**src/rtl/fc_pkg.sv**
```systemverilog
`timescale 1ns/1ps
package fc_pkg;
    typedef enum logic [1:0] {
        FC_STORE_FWD   = 2'd0,
        FC_CUT_THROUGH = 2'd1,
        FC_WORMHOLE    = 2'd2
    } fc_mode_e;

    localparam logic [1:0] KIND_BODY   = 2'b00;
    localparam logic [1:0] KIND_HEAD   = 2'b01;
    localparam logic [1:0] KIND_TAIL   = 2'b10;
    localparam logic [1:0] KIND_SINGLE = 2'b11;
endpackage

```
**src/rtl/fc_flit_fifo.sv**
```systemverilog
`timescale 1ns/1ps
module fc_flit_fifo #(
    parameter int W     = 18,
    parameter int DEPTH = 8
) (
    input  logic             clk,
    input  logic             rst_n,
    input  logic             wr_en,
    input  logic [W-1:0]     wr_data,
    input  logic             rd_en,
    output logic [W-1:0]     rd_data,
    output logic [$clog2(DEPTH+1)-1:0] count,
    output logic             empty,
    output logic             full
);
    localparam int AW    = (DEPTH > 1) ? $clog2(DEPTH) : 1;
    localparam int CNT_W = $clog2(DEPTH+1);

    logic [W-1:0]  mem [DEPTH];
    logic [AW-1:0] wptr, rptr;

    function automatic logic [AW-1:0] bump(input logic [AW-1:0] p);
        return (p == AW'(DEPTH-1)) ? '0 : p + 1'b1;
    endfunction

    always_ff @(posedge clk) begin
        if (wr_en) mem[wptr] <= wr_data;
    end

    always_ff @(posedge clk or negedge rst_n) begin
        if (!rst_n) begin
            wptr  <= '0;
            rptr  <= '0;
            count <= '0;
        end else begin
            if (wr_en) wptr <= bump(wptr);
            if (rd_en) rptr <= bump(rptr);
            unique case ({wr_en, rd_en})
                2'b10:   count <= count + 1'b1;
                2'b01:   count <= count - 1'b1;
                default: count <= count;
            endcase
        end
    end

    assign rd_data = mem[rptr];
    assign empty   = (count == '0);
    assign full    = (count == CNT_W'(DEPTH));


    no_overflow_chk: assert property (@(posedge clk) disable iff (!rst_n)
        wr_en |-> !full);

    no_underflow_chk: assert property (@(posedge clk) disable iff (!rst_n)
        rd_en |-> !empty);
endmodule

```
**src/rtl/fc_admit.sv**
```systemverilog
`timescale 1ns/1ps
module fc_admit import fc_pkg::*; #(
    parameter fc_mode_e MODE  = FC_CUT_THROUGH,
    parameter int       DEPTH = 8,
    parameter int       LEN_W = 4,
    parameter int       CNT_W = 4
) (
    input  logic             clk,
    input  logic             rst_n,
    input  logic             in_valid,
    input  logic [1:0]       in_kind,
    input  logic [LEN_W-1:0] hdr_len,
    input  logic [CNT_W-1:0] fifo_count,
    input  logic             fifo_full,
    output logic             in_ready,
    output logic             wr_en,
    output logic             err_oversize
);
    typedef enum logic [1:0] {ADM_HEAD, ADM_BODY, ADM_DROP} adm_st_e;

    localparam int  CMP_W   = ((LEN_W > CNT_W) ? LEN_W : CNT_W) + 1;
    localparam bit  RESERVE = (MODE != FC_WORMHOLE);

    adm_st_e          st, st_n;
    logic             drop_hd;
    logic [CMP_W-1:0] depth_w, free_w, len_w;
    logic             too_long, fits;

    assign depth_w  = CMP_W'(DEPTH);
    assign free_w   = depth_w - CMP_W'(fifo_count);
    assign len_w    = CMP_W'(hdr_len);
    assign too_long = len_w > depth_w;
    assign fits     = len_w <= free_w;

    // state register
    always_ff @(posedge clk or negedge rst_n) begin
        if (!rst_n) begin
            st           <= ADM_HEAD;
            err_oversize <= 1'b0;
        end else begin
            st           <= st_n;
            err_oversize <= drop_hd;
        end
    end

    // outputs and next state
    always_comb begin
        st_n     = st;
        in_ready = 1'b0;
        wr_en    = 1'b0;
        drop_hd  = 1'b0;
        unique case (st)
            ADM_HEAD: begin
                if (!RESERVE) begin
                    in_ready = !fifo_full;
                end else if (too_long) begin
                    in_ready = 1'b1;
                    drop_hd  = in_valid;
                end else begin
                    in_ready = fits;
                end
                if (in_valid && in_ready) begin
                    wr_en = !drop_hd;
                    if (!in_kind[1]) st_n = drop_hd ? ADM_DROP : ADM_BODY;
                end
            end
            ADM_BODY: begin
                in_ready = !fifo_full;
                wr_en    = in_valid && in_ready;
                if (wr_en && in_kind[1]) st_n = ADM_HEAD;
            end
            ADM_DROP: begin
                in_ready = 1'b1;
                if (in_valid && in_kind[1]) st_n = ADM_HEAD;
            end
            default: st_n = ADM_HEAD;
        endcase
    end


    err_after_head_chk: assert property (@(posedge clk) disable iff (!rst_n)
        err_oversize |-> $past(in_valid && in_ready && in_kind[0]));

    reserved_room_chk: assert property (@(posedge clk) disable iff (!rst_n)
        (RESERVE && st == ADM_BODY) |-> !fifo_full);
endmodule

```
**src/rtl/fc_launch.sv**
```systemverilog
`timescale 1ns/1ps
module fc_launch import fc_pkg::*; #(
    parameter fc_mode_e MODE      = FC_CUT_THROUGH,
    parameter int       ROUTE_LAT = 2,
    parameter int       DEST_W    = 4,
    parameter int       NUM_PORTS = 4,
    parameter int       CNT_W     = 4
) (
    input  logic                          clk,
    input  logic                          rst_n,
    input  logic                          fifo_empty,
    input  logic [1:0]                    front_kind,
    input  logic [DEST_W-1:0]             front_dest,
    input  logic                          wr_tail,
    input  logic                          out_ready,
    output logic                          out_valid,
    output logic                          pop,
    output logic [$clog2(NUM_PORTS)-1:0]  out_port
);
    typedef enum logic [1:0] {L_IDLE, L_ROUTE, L_HOLD, L_SEND} launch_st_e;

    localparam int PORT_W    = $clog2(NUM_PORTS);
    localparam int RC_W      = (ROUTE_LAT > 1) ? $clog2(ROUTE_LAT) : 1;
    localparam bit NEED_TAIL = (MODE == FC_STORE_FWD);

    launch_st_e        st, st_n;
    logic [RC_W-1:0]   rcnt;
    logic [CNT_W-1:0]  tails_q;
    logic              pop_tail;
    logic              mid_q;
    logic [PORT_W-1:0] route_w;

    assign route_w  = PORT_W'(32'(front_dest) % NUM_PORTS);
    assign pop_tail = pop && front_kind[1];

    // state register and datapath registers
    always_ff @(posedge clk or negedge rst_n) begin
        if (!rst_n) begin
            st       <= L_IDLE;
            rcnt     <= '0;
            out_port <= '0;
            tails_q  <= '0;
            mid_q    <= 1'b0;
        end else begin
            st   <= st_n;
            rcnt <= (st == L_ROUTE) ? rcnt + 1'b1 : '0;
            if (st == L_IDLE && !fifo_empty) out_port <= route_w;
            unique case ({wr_tail, pop_tail})
                2'b10:   tails_q <= tails_q + 1'b1;
                2'b01:   tails_q <= tails_q - 1'b1;
                default: tails_q <= tails_q;
            endcase
            if (pop) mid_q <= !front_kind[1];
        end
    end

    // outputs and next state
    always_comb begin
        st_n      = st;
        out_valid = 1'b0;
        pop       = 1'b0;
        unique case (st)
            L_IDLE:  if (!fifo_empty) st_n = L_ROUTE;
            L_ROUTE: if (rcnt == RC_W'(ROUTE_LAT-1))
                         st_n = (NEED_TAIL && tails_q == '0) ? L_HOLD : L_SEND;
            L_HOLD:  if (tails_q != '0) st_n = L_SEND;
            L_SEND: begin
                out_valid = !fifo_empty;
                pop       = out_valid && out_ready;
                if (pop && front_kind[1]) st_n = L_IDLE;
            end
            default: st_n = L_IDLE;
        endcase
    end


    sf_tail_held_chk: assert property (@(posedge clk) disable iff (!rst_n)
        (NEED_TAIL && out_valid) |-> (tails_q != '0));

    no_interleave_chk: assert property (@(posedge clk) disable iff (!rst_n)
        (out_valid && mid_q) |-> !front_kind[0]);

    port_hold_chk: assert property (@(posedge clk) disable iff (!rst_n)
        (out_valid && mid_q) |-> $stable(out_port));
endmodule

```
**src/rtl/fc_switch_port.sv**
```systemverilog
`timescale 1ns/1ps
module fc_switch_port import fc_pkg::*; #(
    parameter fc_mode_e MODE      = FC_CUT_THROUGH,
    parameter int       FLIT_W    = 16,
    parameter int       DEST_W    = 4,
    parameter int       MAX_PKT   = 15,
    parameter int       DEPTH     = 8,
    parameter int       NUM_PORTS = 4,
    parameter int       ROUTE_LAT = 2
) (
    input  logic                         clk,
    input  logic                         rst_n,
    input  logic                         in_valid,
    output logic                         in_ready,
    input  logic [1:0]                   in_kind,
    input  logic [FLIT_W-1:0]            in_data,
    output logic                         out_valid,
    input  logic                         out_ready,
    output logic [1:0]                   out_kind,
    output logic [FLIT_W-1:0]            out_data,
    output logic [$clog2(NUM_PORTS)-1:0] out_port,
    output logic                         err_oversize
);
    localparam int LEN_W = $clog2(MAX_PKT+1);
    localparam int CNT_W = $clog2(DEPTH+1);
    localparam int ENT_W = 2 + FLIT_W;

    logic             wr_en, pop, fifo_empty, fifo_full;
    logic [CNT_W-1:0] fifo_count;
    logic [ENT_W-1:0] front;

    fc_admit #(
        .MODE(MODE), .DEPTH(DEPTH), .LEN_W(LEN_W), .CNT_W(CNT_W)
    ) u_admit (
        .clk(clk), .rst_n(rst_n),
        .in_valid(in_valid), .in_kind(in_kind),
        .hdr_len(in_data[DEST_W +: LEN_W]),
        .fifo_count(fifo_count), .fifo_full(fifo_full),
        .in_ready(in_ready), .wr_en(wr_en), .err_oversize(err_oversize)
    );

    fc_flit_fifo #(.W(ENT_W), .DEPTH(DEPTH)) u_buf (
        .clk(clk), .rst_n(rst_n),
        .wr_en(wr_en), .wr_data({in_kind, in_data}),
        .rd_en(pop), .rd_data(front),
        .count(fifo_count), .empty(fifo_empty), .full(fifo_full)
    );

    fc_launch #(
        .MODE(MODE), .ROUTE_LAT(ROUTE_LAT), .DEST_W(DEST_W),
        .NUM_PORTS(NUM_PORTS), .CNT_W(CNT_W)
    ) u_launch (
        .clk(clk), .rst_n(rst_n),
        .fifo_empty(fifo_empty),
        .front_kind(front[ENT_W-1 -: 2]),
        .front_dest(front[DEST_W-1:0]),
        .wr_tail(wr_en && in_kind[1]),
        .out_ready(out_ready),
        .out_valid(out_valid), .pop(pop), .out_port(out_port)
    );

    assign out_kind = front[ENT_W-1 -: 2];
    assign out_data = front[FLIT_W-1:0];


    out_hold_chk: assert property (@(posedge clk) disable iff (!rst_n)
        (out_valid && !out_ready) |=> (out_valid && $stable(out_data) && $stable(out_kind)));
endmodule

```
**config.mk**
```make
export PLATFORM = sky130hd
export DESIGN_NAME = fc_switch_port
export DESIGN_NICKNAME = d
export VERILOG_FILES = /design/src/rtl/fc_pkg.sv /design/src/rtl/fc_flit_fifo.sv /design/src/rtl/fc_admit.sv /design/src/rtl/fc_launch.sv /design/src/rtl/fc_switch_port.sv
export SDC_FILE = /design/constraint.sdc
export NUM_CORES = 1
export LEC_CHECK = 0
export ABC_AREA = 1
export BUFFER_PORTS_ARGS = -buffer_cell sky130_fd_sc_hd__buf_2
export CORE_MARGIN = 5
export CORE_UTILIZATION = 35
export CTS_BUF_LIST = sky130_fd_sc_hd__clkbuf_8
export CTS_CLUSTER_DIAMETER = 50
export CTS_CLUSTER_SIZE = 40
export DETAILED_ROUTE_END_ITERATION = 16
export PLACE_DENSITY = 0.5
export RECOVER_POWER = 100
export SLEW_MARGIN = 20
export SYNTH_ARGS = -nofsm -noshare
export SYNTH_HDL_FRONTEND = slang
export SYNTH_SLANG_ARGS = --single-unit
```
**constraint.sdc**
```tcl
create_clock -name clk -period 4.72 [get_ports clk]
set_clock_uncertainty 0.05 [all_clocks]
set_input_delay 0.236 -clock clk [delete_from_list [all_inputs] [get_ports clk]]
set_output_delay 0.236 -clock clk [all_outputs]
set_load 0.01 [all_outputs]
```
==> results of run 1 <==
flip-flops by register name, indices dropped and copies added, names as in the netlist:
signal / cells
u_launch.st: 2
u_buf.mem: 144
u_buf.count: 4
u_buf.wptr: 3
u_launch.tails_q: 4
u_admit.err_oversize: 1
u_launch.out_port: 2
u_admit.st: 2
u_buf.rptr: 3
u_launch.rcnt: 1
final cells by class:
| class | instances | area share |
|---|---|---|
| clock buffers | 17 | 0.0288 |
| repair buffers | 60 | 0.0385 |
| multi-input cells | 392 | 0.245 |
| flip-flops and latches | 166 | 0.601 |
| clock inverters | 15 | 0.0281 |
| inverters | 38 | 0.0176 |
| well taps | 270 | 0.0416 |
critical path, stage by stage, from the launching register on:
cell,delay [ns]
dfrtp_1,0.44
inv_1,0.08
ha_1,0.26
xor2_1,0.16
ha_1,0.27
nand2_1,0.06
nor2_1,0.10
nor2_1,0.06
nand3_2,0.08
nand3_1,0.07
nand2_1,0.22
nand2_1,0.23
nor2_1,0.96
buf_4,0.37
cell usage in the layout, fill, tap and decap left out, types with 20 or more instances in the layout:
cell / instances
clkbuf_1: 42
dfrtp_1: 22
edfxtp_1: 144
ha_1: 20
inv_1: 35
nand2_1: 117
nor2_1: 92
o21ai_0: 62
o22ai_1: 35
cells by family after synthesis:
kind of cell | Yosys count
compound gates | 124
xor+xnor | 10
fa+ha+maj | 20
buf+inv | 64
flops | 166
simple gates | 238
final timing paths:
check,end,start,depth (start not counted)
max,u_buf.mem[1][5]$_DFFE_PP_,u_buf.count[0]$_DFFE_PN0P_,13
min,u_admit.err_oversize$_DFF_PN0_,in_valid,3
max reg2reg,u_buf.mem[1][5]$_DFFE_PP_,u_buf.count[0]$_DFFE_PN0P_,13
min reg2reg,u_launch.rcnt$_DFF_PN0_,u_launch.rcnt$_DFF_PN0_,1
max in group asynchronous,u_admit.st[0]$_DFFE_PN0P_,rst_n,2
min in group asynchronous,u_launch.out_port[0]$_DFFE_PN0P_,rst_n,2
where the power goes:
| part | switching, W | internal (W) | leakage (nW) |
|---|---|---|---|
| sequential | 0.000165 | 0.00186 | 1.57 |
| clock | 0.000523 | 0.000636 | 0.233 |
| combinational | 0.00128 | 0.000608 | 1.22 |
| total | 0.00197 | 0.00310 | 3.02 |
what timing repair did:
action,CTS,global route
endpoints found under the setup margin,0,0
endpoints found under the hold margin,76,3
hold buffers,9,1
metal layers:
metal | vias to the layer above | wire [um]
met1 | 2271 | 6970
met3 | 20 | 425
li1 | 2272 | -
met2 | 63 | 7660
met4 | 0 | 180
met5 | - | 0
stage by stage:
step	util	cells	setup WS (ns)	power, W
5_1_grt	0.404	958	0.653	0.00549
3_3_place_gp	0.379	916	1.63	0.00399
2_1_floorplan	-	622	1.83	0.00340
6_report	0.404	958	1.00	0.00507
4_1_cts	0.406	957	1.51	0.00521
3_5_place_dp	0.379	916	1.52	0.00404
==> flow_summary_export.csv, run 1 <==
group,metric,value,unit
final_layout,regArea,4870,um^2
sta,setup_tns,0,ns
sta,setup_violations,0,
placement,place_congestion,0.773,
detailed_routing,drt_wl_total,15200,um
die,core,20100,um^2
global_routing,use_met3,0.0341,
placement,port_buffers,44,
clock_network,numCtsBuffers,17,
sta,period_needed,3.72,ns
detailed_routing,ant_nets,0,
logic_synthesis,synthSimpleGateAreaFrac,0.135,
clock_network,ctsLongestPathBuffers,2,
power,power.leakage,3.02,nW
hold_path,hold_class,"in -> reg",
global_routing,antenna_found_initial,0,
setup_path,rrSetupSlack,1.00,ns
logic_synthesis,avgSynthCellArea,11.4,um^2
setup_path,worstPathArrival,3.82,ns
global_routing,grt_max_degree,59,
global_routing,use_met1,0.170,
logic_synthesis,synth_top_family_by_area,"simple AND/OR/NAND/NOR gates",
global_routing,grt_pass1_vias,4728,
logic_synthesis,muxShareOfSynthArea,0,
die,row_count,52,
detailed_routing,num_vias,4626,
detailed_routing,vias_per_cell,4.83,
detailed_routing,avgRoutedWirePerCell,15.9,um
clock_network,cts_tree,"built",
clock_network,cts.sinks,166,
clock_network,clk_pin_slew,0.08,ns
logic_synthesis,synthesis.nets,664,
clock_network,clk_latency,0.45,ns
job,max_cap_violations,0,
sta,slew_headroom,0.0635,
setup_path,critPathKind,"reg -> reg",
sta,hold_viol_final,0,
setup_path,startpoint_type,"register",
logic_synthesis,synthXorXnorAreaFrac,0.0123,
logic_synthesis,synth_compound_area_frac,0.0947,
setup_path,endpoint_kind,"register",
final_layout,num-fill-cells,1945,
final_layout,diodes,0,
logic_synthesis,synthTopCellsByCount,"edfxtp_1 (144), nand2_1 (114), nor2_1 (97)",
placement,post_dp_cell_area,7620,um^2
die,initial_core_util,0.354,
logic_synthesis,yosysWarnings,0,
global_routing,grt.overflow.total,0,
outcome,status,"completed",
logic_synthesis,synthesis.area,7120,um^2
logic_synthesis,synth_cell_types,30,
clock_network,h-tree-depth,4,
die,dieArea,23300,um^2
placement,dp_hpwl,9310,um
sta,clock.fmax,269,MHz
clock_network,post_cts_resized,0,
detailed_routing,drt_iter0_drc,256,
final_layout,area_growth,14.0,%
sta,rsz0062_at_grt,"false",
sta,timing.final.crit_share,0.788,
global_routing,grt.met2_usage,0.232,
global_routing,grt_util_all_layers,0.135,
sta,drv_slew,0,
logic_synthesis,synth_top_area_frac,0.607,
logic_synthesis,yosys.area.top_type,"edfxtp_1",
global_routing,grt_first_pass_wirelength,24600,um
global_routing,top_usage_layer,"met2",
logic_synthesis,synth_seq_area_share,0.685,
die,io_pins,45,
power,power.density,625,nW/um^2
die,die_w,153,um
final_layout,nNetsFinal,717,
logic_synthesis,synthAdderAreaFrac,0.0352,
logic_synthesis,ys.flop_type,"edfxtp_1",
final_layout,drive_gt1_frac,0.0785,
clock_network,post_cts_buffers,0,
final_layout,multi_input_area,1990,um^2
sta,whs,0.0838,ns
final_layout,stdcell_area,8120,um^2
detailed_routing,drtPass1Iterations,4,
logic_synthesis,synth_seq_cells,166,
detailed_routing,drc_errors,0,
setup_path,required,4.82,ns
logic_synthesis,synth.area.top_cells,"edfxtp_1 (61%), dfrtp_1 (7.7%), nand2_1 (6.0%)",
logic_synthesis,yosysMostFrequentCell,"edfxtp_1",
sta,worst_pin_slew,1.40,ns
power,peakVddDrop,0.244,mV
die,die_height,153,um
logic_synthesis,async_flop_share,0.133,
clock_network,cts-root-buf,"clkbuf_8",
logic_synthesis,synth-edff-count,144,
setup_path,crit_path_max_fanout,10,
logic_synthesis,synthCells,622,
Power figures use the tool's default switching activity.
==> run 2: changes to the inputs <==
--- a/config.mk
+++ b/config.mk
@@ -5,7 +5,7 @@
 export SDC_FILE = /design/constraint.sdc
 export NUM_CORES = 1
 export LEC_CHECK = 0
-export ABC_AREA = 1
+export ABC_AREA = 0
 export BUFFER_PORTS_ARGS = -buffer_cell sky130_fd_sc_hd__buf_2
 export CORE_MARGIN = 5
 export CORE_UTILIZATION = 35
@@ -13,7 +13,7 @@
 export CTS_CLUSTER_DIAMETER = 50
 export CTS_CLUSTER_SIZE = 40
 export DETAILED_ROUTE_END_ITERATION = 16
-export PLACE_DENSITY = 0.5
+export PLACE_DENSITY = 0.52
 export RECOVER_POWER = 100
 export SLEW_MARGIN = 20
 export SYNTH_ARGS = -nofsm -noshare
==> constraint.sdc (replaced) <==
create_clock -name clk -period 3 [get_ports clk]
set_clock_uncertainty 0.05 [all_clocks]
set_input_delay 0.15 -clock clk [delete_from_list [all_inputs] [get_ports clk]]
set_output_delay 0.15 -clock clk [all_outputs]
set_load 0.01 [all_outputs]
==> run 2 against run 1 <==
Net effect: the flow now finishes with violations (setup timing); flip-flop and latch count is the same; sequential power grew 51%; via count shrank 20%; combinational power grew 69%; synthesized cell count shrank 44%; setup slack lost 1.1 ns; worst hold slack lost 0.047 ns; routed wire length shrank 5.5%; synthesized area shrank 3.3%; cell area grew 8.2%; critical path depth is the same; maximum frequency grew 20%; critical endpoint is now u_buf.mem[3][10]$_DFFE_PP_.
==> flow_summary_export.csv, run 2 <==
group,metric,value,unit
final_layout,top_regs,"u_buf.mem (144), u_buf.count (4), u_launch.tails_q (4)",
detailed_routing,drt_wl_total,14400,um
logic_synthesis,yosysWarnings,0,
power,clkPwrFrac,0.195,
global_routing,grt_util_all_layers,0.134,
global_routing,grt.overflow.total,0,
sta,slew_headroom,0.0726,
sta,timing.final.crit_share,1.03,
clock_network,clk_latency,0.45,ns
clock_network,cts_tree,"built",
logic_synthesis,synth_cell_types,45,
power,power.leakage,3.16,nW
logic_synthesis,yosysMostFrequentCell,"edfxtp_1",
die,die_w,150,um
final_layout,area_growth,27.6,%
final_layout,final_common_cell,"edfxtp_1",
job,max_cap_violations,0,
placement,dp_hpwl,8640,um
sta,drv_slew,0,
clock_network,ctsLongestPathBuffers,2,
detailed_routing,num_vias,3698,
detailed_routing,drtPass1Iterations,4,
logic_synthesis,synth.area.top_cells,"edfxtp_1 (63%), mux4_2 (11%), dfrtp_1 (8.0%)",
placement,port_buffers,44,
setup_path,r2r_cells,13,
setup_path,required,3.11,ns
logic_synthesis,synthTopCellsByCount,"edfxtp_1 (144), mux4_2 (35), mux2_2 (26)",
die,die_height,150,um
final_layout,diodes,0,
logic_synthesis,ys.flop_type,"edfxtp_1",
logic_synthesis,synthesis.area,6880,um^2
logic_synthesis,synthesis.nets,389,
sta,hold_viol_final,0,
global_routing,antenna_found_initial,0,
power,switching_share,0.320,
clock_network,cts-root-buf,"clkbuf_8",
die,initial_core_util,0.355,
die,row_count,51,
detailed_routing,vias_per_cell,4.81,
detailed_routing,drt_iter0_drc,139,
power,switchingPower,0.00248,W
final_layout,drive_gt1_frac,0.427,
power,seqPwrFrac,0.394,
die,io_pins,45,
global_routing,grt_max_degree,37,
clock_network,clk_pin_slew,0.09,ns
power,power.density,884,nW/um^2
power,power.internal,0.00527,W
die,core,19400,um^2
setup_path,worstPathArrival,3.21,ns
die,dieArea,22600,um^2
sta,final.setup.worst_slack,-0.0972,ns
logic_synthesis,synthCells,347,
final_layout,num-fill-cells,1710,
sta,worst_pin_slew,1.39,ns
logic_synthesis,synth-edff-count,144,
setup_path,rrSetupSlack,-0.1,ns
setup_path,worstSetupStartpoint,"u_buf.count[2]$_DFFE_PN0P_",
power,comb_power_share,0.411,
final_layout,stdcell_area,8780,um^2
setup_path,crit_end,"u_buf.mem[3][10]$_DFFE_PP_",
final_layout,regMostFlops,"u_buf.mem",
setup_path,crit_path_max_fanout,5,
final_layout,final_cell_mix,"edfxtp_1 (144), buf_4 (54), mux4_2 (35)",
setup_path,r2r_start,"u_buf.count[2]$_DFFE_PN0P_",
detailed_routing,avgRoutedWirePerCell,18.7,um
logic_synthesis,yosys.area.top_type,"edfxtp_1",
placement,post_dp_cell_area,7770,um^2
clock_network,h-tree-depth,4,
logic_synthesis,synth_seq_cells,166,
global_routing,grt_first_pass_wirelength,22500,um
logic_synthesis,synth_seq_area_share,0.708,
setup_path,endpoint_kind,"register",
placement,place_congestion,0.746,
detailed_routing,drc_errors,0,
power,peakVddDrop,0.353,mV
sta,setup_violations,35,
final_layout,largest_reg_flops,144,
outcome,violations,"setup timing",
detailed_routing,ant_nets,0,
global_routing,grt_pass1_vias,4014,
logic_synthesis,synth_top_area_frac,0.628,
sta,clock.fmax,323,MHz
logic_synthesis,avgSynthCellArea,19.8,um^2
logic_synthesis,async_flop_share,0.133,
setup_path,critPathKind,"reg -> reg",
hold_path,hold_class,"in -> reg",
sta,period_needed,3.10,ns
outcome,status,"finished with violations",
setup_path,r2r_end,"u_buf.mem[3][10]$_DFFE_PP_",
sta,rsz0062_at_grt,"true",
sta,setup_tns,-2.25,ns
clock_network,numCtsBuffers,17,
final_layout,nNetsFinal,533,
clock_network,cts.sinks,166,
setup_path,startpoint_type,"register",
==> run 2: changes by cell type in the layout (fill, tap and decap cells not counted), moves of 26 or more <==
cell,previous run,this run
buf_4,6,54
mux2_2,0,26
mux4_2,0,35
nand2_1,117,6
nor2_1,92,6
o21ai_0,62,1
o22ai_1,35,0
==> run 2: kinds of logic after synthesis <==
logic type      after synthesis  share of synthesized area
flops                       166                      0.708
mux                          65                      0.168
simple gates                 43                     0.0393
buf+inv                      22                     0.0142
fa+ha+maj                    20                     0.0364
compound gates               19                     0.0185
xor+xnor                     12                     0.0153
==> run 2: repair_timing <==
item                       in CTS  in global routing
pin swaps                       9                 15
buffers inserted               20                 14
hold buffers                   19                  0
cloned                          0                  4
resized for setup               7                 36
setup endpoints to repair      34                 55
hold endpoints to repair      161                  0
==> run 2: layer usage <==
| metal | part of all wire | vias up | global-route usage |
|---|---|---|---|
| li1 | - | 1693 | - |
| met1 | 0.43 | 1924 | 0.174 |
| met2 | 0.52 | 64 | 0.224 |
| met3 | 0.039 | 17 | 0.0340 |
| met4 | 0.014 | 0 | 0.0412 |
| met5 | 0 | - | 0 |
==> run 2: area by class of cell <==
type                       instances  area, um^2  share of cell area
clock inverter                    15         138              0.0157
multi-input combinational        159        2100               0.239
timing repair buffer             137        1060               0.121
tap                              265         332              0.0378
inverter                          10        37.5             0.00428
clock buffer                      17         234              0.0267
sequential                       166        4870               0.555
==> run 2: metrics by stage <==
stage	cells	hold WS [ns]	worst slack, ns	power, W	utilization
final	769	0.0369	-0.0972	0.00775	0.452
after global placement	680	0.115	-0.0792	0.00582	0.401
after detailed placement	680	0.119	-0.186	0.00588	0.401
after floorplan	347	-0.196	-0.290	0.00498	-
after CTS	751	0.0135	-0.0820	0.00762	0.439
after global routing	769	0.0164	-0.234	0.00826	0.452
==> run 2: worst min path at each step <==
stage,start,to,slack (ns),cells past startpoint
3_5_place_dp,rst_n,u_launch.out_port[1]$_DFFE_PN0P_,0.12,1
4_1_cts,in_kind[1],u_buf.mem[2][17]$_DFFE_PP_,0.01,1
3_3_place_gp,rst_n,u_launch.out_port[1]$_DFFE_PN0P_,0.12,1
5_1_grt,in_kind[1],u_buf.mem[3][17]$_DFFE_PP_,0.02,1
6_report,in_kind[1],u_buf.mem[4][17]$_DFFE_PP_,0.04,1
2_1_floorplan,rst_n,u_admit.err_oversize$_DFF_PN0_,-0.20,0
==> run 2: worst max-delay path, stage by stage (launching register included) <==
cell      delay [ns]
dfrtp_1         0.38
or2_1           0.26
nor2_2          0.14
xnor2_1         0.15
ha_1            0.29
a21oi_2         0.16
a221oi_2        0.08
o21a_2          0.23
buf_4           0.14
buf_8           0.12
buf_8           0.12
nor4bb_4        0.34
buf_4           0.19
buf_6           0.14
==> run 2: power by group through the flow <==
stage	clock network [W]	registers, W	logic, W
finish	0.00152	0.00305	0.00319
global route	0.00167	0.00309	0.00350
CTS	0.00157	0.00305	0.00300
detailed placement	0	0.00310	0.00278
global placement	0	0.00309	0.00273
floorplan	0	0.00304	0.00193
==> run 3: changes to the inputs <==
--- a/config.mk
+++ b/config.mk
@@ -18,4 +18,5 @@
 export SLEW_MARGIN = 20
 export SYNTH_ARGS = -nofsm -noshare
 export SYNTH_HDL_FRONTEND = slang
+export SYNTH_HIERARCHICAL = 1
 export SYNTH_SLANG_ARGS = --single-unit
==> run 3 against run 2 <==
Net effect: the run still ends with setup timing left; flip-flop and latch count unchanged; sequential power rose by 2%; synthesized area increased by 1.9%; largest cell class unchanged; critical path type unchanged; sequential share of layout area barely moved; combinational power grew 4%; maximum frequency increased by 0.41%; global-route usage fell by 0.18 points; die area rose by 1.8%; critical endpoint is now u_buf/count[2]$_DFFE_PN0P_; critical path depth is 5 higher; clock power increased by 12%.
==> flow_summary_export.csv, run 3 <==
group,metric,value,unit
outcome,status,"finished with violations",
outcome,violations,"setup timing",
setup_path,worstPathArrival,3.37,ns
die,dieArea,23000,um^2
hold_path,hold_class,"in -> reg",
sta,worst_pin_slew,1.30,ns
sta,final.setup.worst_slack,-0.0845,ns
sta,slew_headroom,0.130,
logic_synthesis,synth-edff-count,144,
setup_path,crit_path_max_fanout,5,
clock_network,cts-root-buf,"clkbuf_8",
detailed_routing,drtPass1Iterations,4,
power,power.leakage,3.09,nW
logic_synthesis,ys.flop_type,"edfxtp_1",
job,max_cap_violations,0,
detailed_routing,drt_wl_total,14200,um
global_routing,grt_util_all_layers,0.133,
logic_synthesis,synthTopCellsByCount,"edfxtp_1 (144), mux4_2 (25), dfrtp_1 (22)",
final_layout,post-route-util,0.448,
sta,drv_slew,0,
logic_synthesis,synth_top_area_frac,0.617,
final_layout,area_growth,25.3,%
logic_synthesis,yosys.area.top_type,"edfxtp_1",
clock_network,h-tree-depth,4,
detailed_routing,drt_iter0_drc,205,
logic_synthesis,avgSynthCellArea,20.1,um^2
detailed_routing,ant_nets,0,
die,io_pins,45,
setup_path,slowest_stage,"dfrtp_2",
final_layout,diodes,0,
placement,dp_hpwl,8790,um
final_layout,final_cell_mix,"edfxtp_1 (144), buf_4 (27), mux4_2 (25)",
logic_synthesis,synthesis.area,7010,um^2
clock_network,cts.sinks,166,
placement,place_congestion,0.695,
clock_network,clk_pin_slew,0.09,ns
sta,setup_violations,5,
placement,port_buffers,44,
detailed_routing,vias_per_cell,4.84,
setup_path,crit_family,"adder cells",
global_routing,antenna_found_initial,0,
final_layout,nNetsFinal,510,
clock_network,numCtsBuffers,17,
setup_path,startpoint_type,"register",
sta,timing.final.crit_share,1.03,
sta,period_needed,3.08,ns
final_layout,drive_gt1_frac,0.386,
sta,clock.fmax,324,MHz
die,initial_core_util,0.358,
clock_network,ctsLongestPathBuffers,2,
clock_network,cts_tree,"built",
die,die_height,152,um
global_routing,grt.overflow.total,0,
clock_network,clk_latency,0.45,ns
global_routing,grt_first_pass_wirelength,22200,um
final_layout,num-fill-cells,1725,
power,power.density,925,nW/um^2
detailed_routing,num_vias,3615,
die,die_w,152,um
die,row_count,51,
logic_synthesis,synthesis.nets,390,
final_layout,regMostFlops,"u_buf/mem",
final_layout,largest_reg_flops,144,
final_layout,final_common_cell,"edfxtp_1",
setup_path,crit_chain,"inv_2, ha_4, inv_4, ha_4, nor2b_1, o211ai_1, a221o_1, nand2_2, o31ai_4, buf_4, inv_4, ha_4, xor2_1, ha_2, a21oi_2, xor2_1, nor2_1, xor2_1",
sta,whs,0.0361,ns
die,core,19600,um^2
setup_path,required,3.29,ns
logic_synthesis,yosysMostFrequentCell,"edfxtp_1",
setup_path,cp_num_buf_inv,4,
sta,rsz0062_at_grt,"true",
setup_path,endpoint_kind,"register",
setup_path,critPathKind,"reg -> reg",
setup_path,max_stage_delay,0.42,ns
logic_synthesis,synth_seq_cells,166,
global_routing,grt_pass1_vias,3934,
final_layout,top_regs,"u_buf/mem (144), u_buf/count (4), u_launch/tails_q (4)",
global_routing,grt_max_degree,34,
logic_synthesis,synth.area.top_cells,"edfxtp_1 (62%), mux4_2 (8.0%), dfrtp_1 (7.9%)",
detailed_routing,drc_errors,0,
logic_synthesis,synth_cell_types,42,
logic_synthesis,synth_seq_area_share,0.695,
logic_synthesis,synthCells,349,
detailed_routing,avgRoutedWirePerCell,19.1,um
sta,setup_tns,-0.242,ns
power,peakVddDrop,0.437,mV
logic_synthesis,yosysWarnings,6,
sta,hold_viol_final,0,
logic_synthesis,async_flop_share,0.133,
-- run 3: cell types whose count changed in the layout (fill, tap and decap cells not counted), sizes merged, moves of 2 or more --
cell / previous run / this run
nor2: 7 / 9
clkinv: 8 / 3
nor2b: 2 / 7
buf: 99 / 65
nand2b: 3 / 6
nand3: 3 / 0
a211oi: 4 / 1
inv: 13 / 17
nor4bb: 3 / 0
nor3: 2 / 5
and4bb: 0 / 2
nor4b: 3 / 1
dlygate4sd3: 19 / 21
clkbuf: 36 / 42
-- run 3: timing repair --
item,CTS,global route
setup buffers,10,2
gates resized for setup,12,12
hold buffers,21,0
pin swaps,14,6
endpoints found under the hold margin,160,0
setup endpoints to repair,24,145
cloned,0,2
-- run 3: routing by layer --
layer	part of all wire	GRT usage	up-vias
met3	0.026	0.0324	17
met2	0.52	0.223	54
met1	0.44	0.169	1888
met4	0.014	0.0436	0
met5	0	0	-
li1	-	-	1656
-- run 3: worst paths after layout --
kind,start,endpoint,slack [ns],cells past startpoint
worst max-delay path,u_buf/count[0]$_DFFE_PN0P_,u_buf/count[2]$_DFFE_PN0P_,-0.08,18
max in group asynchronous,rst_n,u_buf/count[0]$_DFFE_PN0P_,1.59,2
worst min register to register,u_launch/rcnt$_DFF_PN0_,u_launch/rcnt$_DFF_PN0_,0.37,1
min in group asynchronous,rst_n,u_launch/tails_q[0]$_DFFE_PN0P_,0.46,2
worst min-delay path,in_data[5],u_buf/mem[1][5]$_DFFE_PP_,0.04,1
worst max register to register,u_buf/count[0]$_DFFE_PN0P_,u_buf/count[2]$_DFFE_PN0P_,-0.08,18
-- run 3: area by class of cell --
| class | instances | area, um^2 | area share |
|---|---|---|---|
| Timing Repair Buffer | 111 | 918 | 0.105 |
| Clock buffer | 17 | 234 | 0.0266 |
| Tap cell | 265 | 332 | 0.0377 |
| Sequential cell | 166 | 4880 | 0.555 |
| Clock inverter | 15 | 191 | 0.0218 |
| Inverter | 9 | 38.8 | 0.00442 |
| Multi-Input combinational cell | 164 | 2190 | 0.250 |
-- run 3: cells by family (layout without fill, tap and decap cells) --
group,count (synthesis),after routing,synth area share
flip-flops,166,166,0.695
adder cells (fa/ha/maj),19,19,0.0339
XOR/XNOR,12,12,0.0150
multiplexers,66,66,0.180
buffers and inverters,19,152,0.0170
AO/OA/AOI/OAI,21,21,0.0195
AND/OR/NAND/NOR,46,46,0.0396
-- run 3: per-stage QoR --
stage | cells | total power [W] | setup slack [ns] | cell area (um^2)
finish | 747 | 0.00812 | -0.0845 | 8780
global route | 747 | 0.00862 | -0.275 | 8780
CTS | 743 | 0.00819 | -0.0924 | 8700
detailed placement | 680 | 0.00627 | -0.186 | 7940
global placement | 680 | 0.00619 | -0.0948 | 7940
floorplan | 349 | 0.00531 | -0.144 | 7130
-- run 3: where the power goes --
group          internal [W]  total [W]  switching (W)
Combinational       0.00177    0.00331        0.00154
Sequential          0.00286    0.00311       0.000249
Clock              0.000845    0.00170       0.000854
Total               0.00548    0.00812        0.00264
